File: src/rtl/burst_sel_pkg.sv
package burst_sel_pkg;
    typedef enum logic [1:0] {
        ST_IDLE  = 2'd0,
        ST_ISSUE = 2'd1,
        ST_WAIT  = 2'd2
    } bst_state_t;
endpackage

File: src/rtl/bsel_line_check.sv
module bsel_line_check #(
    parameter int LINE_W = 8
) (
    input  logic [LINE_W-1:0] line_words,
    output logic              line_ok,
    output logic [LINE_W-1:0] line_mask
);
    always_comb begin
        line_mask = line_words - LINE_W'(1);
        line_ok   = (line_words != '0) && ((line_words & line_mask) == '0);
    end
endmodule

File: src/rtl/bsel_max_decode.sv
module bsel_max_decode #(
    parameter int SEL_W = 3,
    parameter int LEN_W = 8
) (
    input  logic [SEL_W-1:0] max_sel,
    output logic [LEN_W-1:0] max_words
);
    localparam int TOP_CODE = LEN_W - 2;

    always_comb begin
        max_words = '0;
        for (int i = 0; i < (1 << SEL_W); i++) begin
            if (int'(max_sel) == i) begin
                if (i > TOP_CODE)
                    max_words = LEN_W'(1) << (TOP_CODE + 1);
                else
                    max_words = LEN_W'(1) << (i + 1);
            end
        end
    end
endmodule

File: src/rtl/bsel_calc.sv
module bsel_calc #(
    parameter int ADDR_W = 32,
    parameter int CNT_W  = 16,
    parameter int LINE_W = 8,
    parameter int LEN_W  = 8
) (
    input  logic [ADDR_W-1:0] cur_addr,
    input  logic [CNT_W-1:0]  remaining,
    input  logic [LINE_W-1:0] line_words,
    input  logic              line_ok,
    input  logic [LINE_W-1:0] line_mask,
    input  logic [LEN_W-1:0]  max_words,
    output logic [LEN_W-1:0]  len,
    output logic              whole_lines
);
    logic [LINE_W-1:0] off;
    logic [LINE_W-1:0] to_bnd;
    logic [CNT_W-1:0]  line_ext;
    logic [CNT_W-1:0]  mask_ext;
    logic [CNT_W-1:0]  max_ext;
    logic [CNT_W-1:0]  cap;
    logic [CNT_W-1:0]  fit;
    logic [CNT_W-1:0]  pick;

    always_comb begin
        off      = cur_addr[LINE_W-1:0] & line_mask;
        to_bnd   = line_words - off;
        line_ext = CNT_W'(line_words);
        mask_ext = CNT_W'(line_mask);
        max_ext  = CNT_W'(max_words);
        cap      = (remaining < max_ext) ? remaining : max_ext;
        fit      = cap & ~mask_ext;
        whole_lines = 1'b0;
        if (!line_ok) begin
            pick = CNT_W'(1);
        end else if (off != '0) begin
            pick = (CNT_W'(to_bnd) < remaining) ? CNT_W'(to_bnd) : remaining;
        end else if (remaining < line_ext) begin
            pick = remaining;
        end else begin
            pick        = (fit == '0) ? line_ext : fit;
            whole_lines = 1'b1;
        end
        len = LEN_W'(pick);
    end
endmodule

File: src/rtl/burst_len_sel.sv
module burst_len_sel
    import burst_sel_pkg::*;
#(
    parameter int ADDR_W = 32,
    parameter int CNT_W  = 16,
    parameter int LINE_W = 8,
    parameter int SEL_W  = 3,
    parameter int LEN_W  = 8
) (
    input  logic              clk,
    input  logic              rst_n,
    input  logic              start,
    input  logic [ADDR_W-1:0] start_addr,
    input  logic [CNT_W-1:0]  start_count,
    input  logic [LINE_W-1:0] line_words,
    input  logic [SEL_W-1:0]  max_sel,
    input  logic              burst_done,
    output logic              burst_valid,
    output logic [LEN_W-1:0]  burst_len,
    output logic              line_cmd,
    output logic              busy,
    output logic [CNT_W-1:0]  words_left
);
    bst_state_t        state_q, state_d;
    logic [ADDR_W-1:0] addr_q;
    logic [CNT_W-1:0]  rem_q;
    logic [LEN_W-1:0]  len_q;
    logic              cmd_q;

    logic              line_ok;
    logic [LINE_W-1:0] line_mask;
    logic [LEN_W-1:0]  max_words;
    logic [LEN_W-1:0]  calc_len;
    logic              calc_cmd;
    logic              take_start;
    logic              take_done;
    logic              last_burst;

    bsel_line_check #(.LINE_W(LINE_W)) u_line (
        .line_words (line_words),
        .line_ok    (line_ok),
        .line_mask  (line_mask)
    );

    bsel_max_decode #(.SEL_W(SEL_W), .LEN_W(LEN_W)) u_max (
        .max_sel   (max_sel),
        .max_words (max_words)
    );

    bsel_calc #(
        .ADDR_W(ADDR_W), .CNT_W(CNT_W), .LINE_W(LINE_W), .LEN_W(LEN_W)
    ) u_calc (
        .cur_addr    (addr_q),
        .remaining   (rem_q),
        .line_words  (line_words),
        .line_ok     (line_ok),
        .line_mask   (line_mask),
        .max_words   (max_words),
        .len         (calc_len),
        .whole_lines (calc_cmd)
    );

    assign take_start = (state_q == ST_IDLE) && start && (start_count != '0);
    assign take_done  = (state_q == ST_WAIT) && burst_done;
    assign last_burst = (rem_q == CNT_W'(len_q));

    always_ff @(posedge clk or negedge rst_n) begin
        if (!rst_n) state_q <= ST_IDLE;
        else        state_q <= state_d;
    end

    always_comb begin
        state_d = state_q;
        unique case (state_q)
            ST_IDLE:  if (take_start) state_d = ST_ISSUE;
            ST_ISSUE: state_d = ST_WAIT;
            ST_WAIT:  if (take_done) state_d = last_burst ? ST_IDLE : ST_ISSUE;
            default:  state_d = ST_IDLE;
        endcase
    end

    always_ff @(posedge clk or negedge rst_n) begin
        if (!rst_n) begin
            addr_q <= '0;
            rem_q  <= '0;
            len_q  <= '0;
            cmd_q  <= 1'b0;
        end else if (take_start) begin
            addr_q <= start_addr;
            rem_q  <= start_count;
        end else if (state_q == ST_ISSUE) begin
            len_q <= calc_len;
            cmd_q <= calc_cmd;
        end else if (take_done) begin
            addr_q <= addr_q + ADDR_W'(len_q);
            rem_q  <= rem_q - CNT_W'(len_q);
        end
    end

    always_comb begin
        burst_valid = (state_q == ST_ISSUE);
        busy        = (state_q != ST_IDLE);
        words_left  = rem_q;
        burst_len   = burst_valid ? calc_len : len_q;
        line_cmd    = burst_valid ? calc_cmd : cmd_q;
    end
endmodule

File: config.mk
export PLATFORM = sky130hd
export DESIGN_NAME = burst_len_sel
export DESIGN_NICKNAME = d
export VERILOG_FILES = /design/src/rtl/burst_sel_pkg.sv /design/src/rtl/bsel_line_check.sv /design/src/rtl/bsel_max_decode.sv /design/src/rtl/bsel_calc.sv /design/src/rtl/burst_len_sel.sv
export SDC_FILE = /design/constraint.sdc
export NUM_CORES = 1
export LEC_CHECK = 0
export BUFFER_PORTS_ARGS = -buffer_cell sky130_fd_sc_hd__buf_2
export CORE_AREA = 2 2 106 108
export CTS_CLUSTER_SIZE = 8
export DETAILED_ROUTE_END_ITERATION = 16
export DIE_AREA = 0 0 108 110
export PLACE_DENSITY = 0.79
export RECOVER_POWER = 50
export SYNTH_ARGS = -nofsm -noshare
export SYNTH_HDL_FRONTEND = slang
export SYNTH_HIERARCHICAL = 1
export SYNTH_SLANG_ARGS = --single-unit
File: constraint.sdc
create_clock -name clk -period 5.3 [get_ports clk]
set_input_delay 0.53 -clock clk [delete_from_list [all_inputs] [get_ports clk]]
set_output_delay 0.53 -clock clk [all_outputs]
set_load 0.1 [all_outputs]
# [Word-level counts from Yosys, hierarchy flattened]
# Cells that the tools add are included.
[word_totals] out_inout_bits=27 reg_bits=59 input_bits=63 word_cells=73
[op_classes] reduce_logical=15 n_lt_le_gt_ge=3 n_eq_ne=13 n_bitwise=4 addsub=4 muxes=29
[op_table] operator="two-way mux 32 bit" n=3
[op_table] operator="two-way mux 16 bit" n=4
[op_table] operator="two-way mux 8 bit" n=8
[op_table] operator="adder 32 x 8 -> 32 bit" n=1
[op_table] operator="less-than comparator 16 x 8 -> 1 bit" n=2
[op_table] operator="bitwise AND 16 bit" n=1
[op_table] operator="bitwise AND 8 bit" n=2
[op_table] operator="equality test 16 x 8 -> 1 bit" n=1
[op_table] operator="zero test 16 bit" n=1
[op_table] operator="less-than comparator 8 x 16 -> 1 bit" n=1
[op_table] operator="NOT 8 -> 16 bit" n=1
[op_table] operator="nonzero test 16 bit" n=1
[op_table] operator="nonzero test 8 bit" n=2
[op_table] operator="subtractor 16 x 8 -> 16 bit" n=1
[op_table] operator="equality test 3 bit, second input constant" n=4
[op_table] operator="zero test 8 bit" n=1
[op_table] operator="subtractor 8 x 1 -> 8 bit, second input constant" n=1
[op_table] operator="subtractor 8 bit" n=1
[op_table] operator="two-way mux 7 bit" n=1
[op_table] operator="equality test 3 x 2 -> 1 bit, second input constant" n=2
[op_table] operator="two-way mux 2 bit" n=3
[op_table] operator="two-way mux 6 bit" n=1
[op_table] operator="case mux 2 bit (3 select lines)" n=1
[op_table] operator="two-way mux 1 bit" n=5
[op_table] operator="13 further kinds" n=19

# [Longest topological paths before layout]
[depth] word_depth=18 depth_mapped=22 ltp_nobuf=22

# [Cells and area by module]
# The synthesis kept the hierarchy.
[by_module_without_submodules] module="burst_len_sel" area_per_inst_um2=3732.3 instances=1 seq_area_each_um2=1476.4 cells_per_inst=433
[by_module_without_submodules] module="bsel_calc" area_per_inst_um2=1501.4 instances=1 seq_area_each_um2=0.0 cells_per_inst=200
[by_module_without_submodules] module="bsel_line_check" area_per_inst_um2=229.0 instances=1 seq_area_each_um2=0.0 cells_per_inst=32
[by_module_without_submodules] module="bsel_max_decode" area_per_inst_um2=66.3 instances=1 seq_area_each_um2=0.0 cells_per_inst=9

# [Worst setup path after synthesis]
# Ideal clock, no wire load.
[synth_path] path_kind="input-to-output" start="in line_words[0]" end="out burst_len[1]" path_stages=22 required_ps=4770 arrival_time_ps=5465 path_slack_ps=-695 n_path_buf=0 path_cell_list="inv_1 > ha_1 > inv_1 > or3_1 > ha_1 > inv_1 > nand2_1 > ha_1 > and2_1 > a31o_2 > o41ai_1 > a21oi_1 > or2_2 > ha_1 > and4_1 > o21ai_0 > o211a_2 > o21ai_1 > o221ai_1 > a211oi_2 > nand2_1 > o21ai_0"
[synth_via] elab_chain_cells=9 elab_cells_between_ends=19 classes_between="2 x add/sub; 2 x order compare; 6 x mux; 4 x bitwise; 5 x reduce/logical"
[synth_rtl] item="start: declaration" line_no="burst_len_sel.sv:15" text="input logic [LINE_W-1:0] line_words,"
[synth_rtl] item="subtractor 8 x 1 -> 8 bit (*)" line_no="bsel_line_check.sv:9" text="line_mask = line_words - LINE_W'(1);"
[synth_rtl] item="net line_mask[4]" line_no="burst_len_sel.sv:31" text="logic [LINE_W-1:0] line_mask;"
[synth_rtl] item="parallel branches: the longest is 6 deep, another holds less-than comparator 8 x 16 -> 1 bit"
[synth_rtl] item="two-way mux 8 bit (*)" line_no="bsel_calc.sv:34" text="if (!line_ok) begin"
[synth_rtl] item="net calc_len[1]" line_no="burst_len_sel.sv:33" text="logic [LEN_W-1:0] calc_len;"
[synth_rtl] item="two-way mux 8 bit (*)"
[synth_rtl] item="end: declaration" line_no="burst_len_sel.sv:19" text="output logic [LEN_W-1:0] burst_len,"
# Mark *: on every way through the listed nets, which the timed path passes.

# [Final worst setup path]
[layout_path] start="in line_words[0]" end="out burst_len[6]"
# The elaborated chain is that of the path after synthesis.

==> impl_metrics.py <==
metrics = {
    "run_status": {
        "outcome": "finished, violations left",
        "violations": "capacitance limit, slew limit, setup timing",
    },
    "power": {
        "p_leak_uw": 0.00232,
        "vdd_drop_max_uv": 644,
        "finalPower_uw": 2980,
        "cellPowerDensity_mw_per_mm2": 556,
    },
    "timing": {
        "setup_ws_ps": -120,
        "max_freq_mhz": 185,
        "fin_hold_ws_ps": 450,
        "setup_viol_count_final": 7,
        "clock-skew-final_ps": 5.54,
        "rsz0062_at_grt": "true",
        "slew-limit-headroom_pct": -31.4,
        "fin_crit_sh_pct": 102,
        "finalHoldViolations": 0,
        "drv_slew": 36,
        "period_minus_slack_ps": 5420,
        "worst_slew_pin_slew_ps": 1970,
    },
    "critical_path": {
        "startpoint": "line_words[0]",
        "worstPathRequired_ps": 4770,
        "crit_arrival_ps": 4890,
        "crit_type": "in -> out",
        "cp-end-kind": "output pin",
        "start_kind": "input port",
        "critPathMaxFanout": 6,
        "r2r-start": "addr_q[0]$_DFFE_PN0P_",
    },
    "routing": {
        "routed_wl_mm": 13.3,
        "detail_route.wl_per_cell_um": 17.6,
        "final_antenna_net_count": 0,
        "route.detailed.drc": 0,
        "vias": 4318,
        "dr.pass1.iters": 4,
        "viasPerCell": 5.70,
        "first_iter_violations": 230,
    },
    "die": {
        "fp.coreArea_mm2": 0.0107,
        "die_w_um": 108,
        "rows": 38,
        "ios": 90,
        "die_y_um": 110,
        "die_area_mm2": 0.0119,
        "initial_core_util_pct": 38.6,
    },
    "cells_and_area": {
        "layout-drive-gt1-share_pct": 28.0,
        "nNetsFinal": 736,
        "fill_cells": 1022,
        "area_growth_pct": 29.7,
        "antenna_cells": 0,
    },
    "yosys": {
        "syn-cell-area_mm2": 0.00413,
        "synth_area_per_cell_um2": 7.98,
        "syn_nets": 637,
        "ys_warn_count": 6,
        "netlist_instances": 518,
    },
    "grt": {
        "first_global_vias": 4317,
        "grt_pass1_wl_mm": 21.2,
        "grtUsageTotal_pct": 22.8,
        "grt_max_degree": 36,
        "gr-total-overflow": 0,
        "antenna_found_initial": 0,
    },
    "clocking": {
        "root_buffer": "clkbuf_8",
        "cts_made_buffers": 5,
        "clock-sinks": 35,
        "clk-insertion-delay-late_ps": 290,
        "clockBufferDepth": 2,
        "cts_tree": "built",
        "clk_pin_slew_ps": 70,
        "cts_htree_levels": 2,
    },
    "placed_design": {
        "place_hpwl_mm": 10.2,
        "gp_congestion": 0.977,
        "port_buffers": 65,
    },
    "worst_hold_path": {
        "worstHoldStart": "start_addr[2]",
        "min_path_type": "in -> reg",
    },
    "flow_run": {
        "max_cap_viol_count": 1,
    },
}
[timing repair]
| action | 4_1_cts | 5_1_grt |
|---|---|---|
| resized for setup | 19 | 18 |
| endpoints found under the setup margin | 8 | 8 |
| hold buffers | 0 | 0 |
| buffers inserted | 14 | 5 |
| pin swaps | 4 | 7 |
[worst paths after layout]
kind                       slack, ps  depth (start not counted)                         end
setup / recovery                -120                         25                burst_len[6]
hold / removal                   450                          3       addr_q[2]$_DFFE_PN0P_
setup reg to reg                1130                         20        len_q[2]$_DFFE_PN0N_
hold reg to reg                  520                          1           cmd_q$_DFFE_PN0N_
max in group asynchronous       3380                          1  words_left[12]$_DFFE_PN0P_
min in group asynchronous        790                          1       addr_q[3]$_DFFE_PN0P_
[per-stage QoR]
stage          instances  setup TNS, ps  cell area, um^2  util [%]  setup slack (ps)
3_5_place_dp         732          -1840             4970      46.4              -295
5_1_grt              758          -1260             5360      50.1              -204
4_1_cts              754           -366             5230      48.9             -87.7
2_1_floorplan        518           -873             4240         -              -230
6_report             758           -475             5360      50.1              -120
3_3_place_gp         732          -1410             4970      46.4              -211
[area by class of cell]
type	count	area, um^2	area share, %
Clock buffer	7	76.3	1.42
Inverter	55	213	3.97
Clock inverter	1	5.00	0.0934
Multi-Input combinational cell	409	3210	59.9
Tap cell	140	175	3.27
Sequential cell	35	876	16.3
Timing Repair Buffer	111	803	15.0
[critical path, cell delays in order]
cell and delay [ps]:
buf_8 100, clkinvlp_4 80, ha_4 140, inv_2 40
or3_4 330, ha_4 290, inv_4 40, nand2_4 60
ha_4 210, and2_4 160, a31o_4 210, o41ai_4 300
a21oi_2 100, or2_4 270, ha_4 210, and4_1 160
o21ai_1 90, o211a_2 270, buf_6 120, a2bb2oi_4 240
o221ai_2 130, a211oi_2 330, nand2_1 140, o21ai_2 120
buf_12 210
[flip-flops by register name, indices dropped and copies added (netlist names)]
signal and flops:
len_q 8, words_left 16, cmd_q 1, addr_q 8, state_q 2
[placed cells by master (no fill, tap or decap), drive strengths merged, types with 16 or more instances in the layout]
master and count:
buf 102, nand2 41, nor2 48, a21oi 34, inv 54, ha 53, clkbuf 16, dfrtp 35
o21ai 43
[routing by layer]
metal | up-vias | share of wire, % | GRT usage [%]
li1 | 2071 | - | -
met1 | 2051 | 43 | 28.7
met2 | 170 | 49 | 40.3
met3 | 26 | 5.4 | 2.29
met4 | 0 | 3.0 | 8.52
met5 | - | 0 | 0
[power by group]
group	switching (uW)	internal, uW	leakage, uW	total, uW
combinational	1420	774	0.00184	2190
clock	100	92.3	0.0000422	192
sequential	222	369	0.000429	591
total	1740	1240	0.00232	2980
Power figures use the tool's default switching activity.
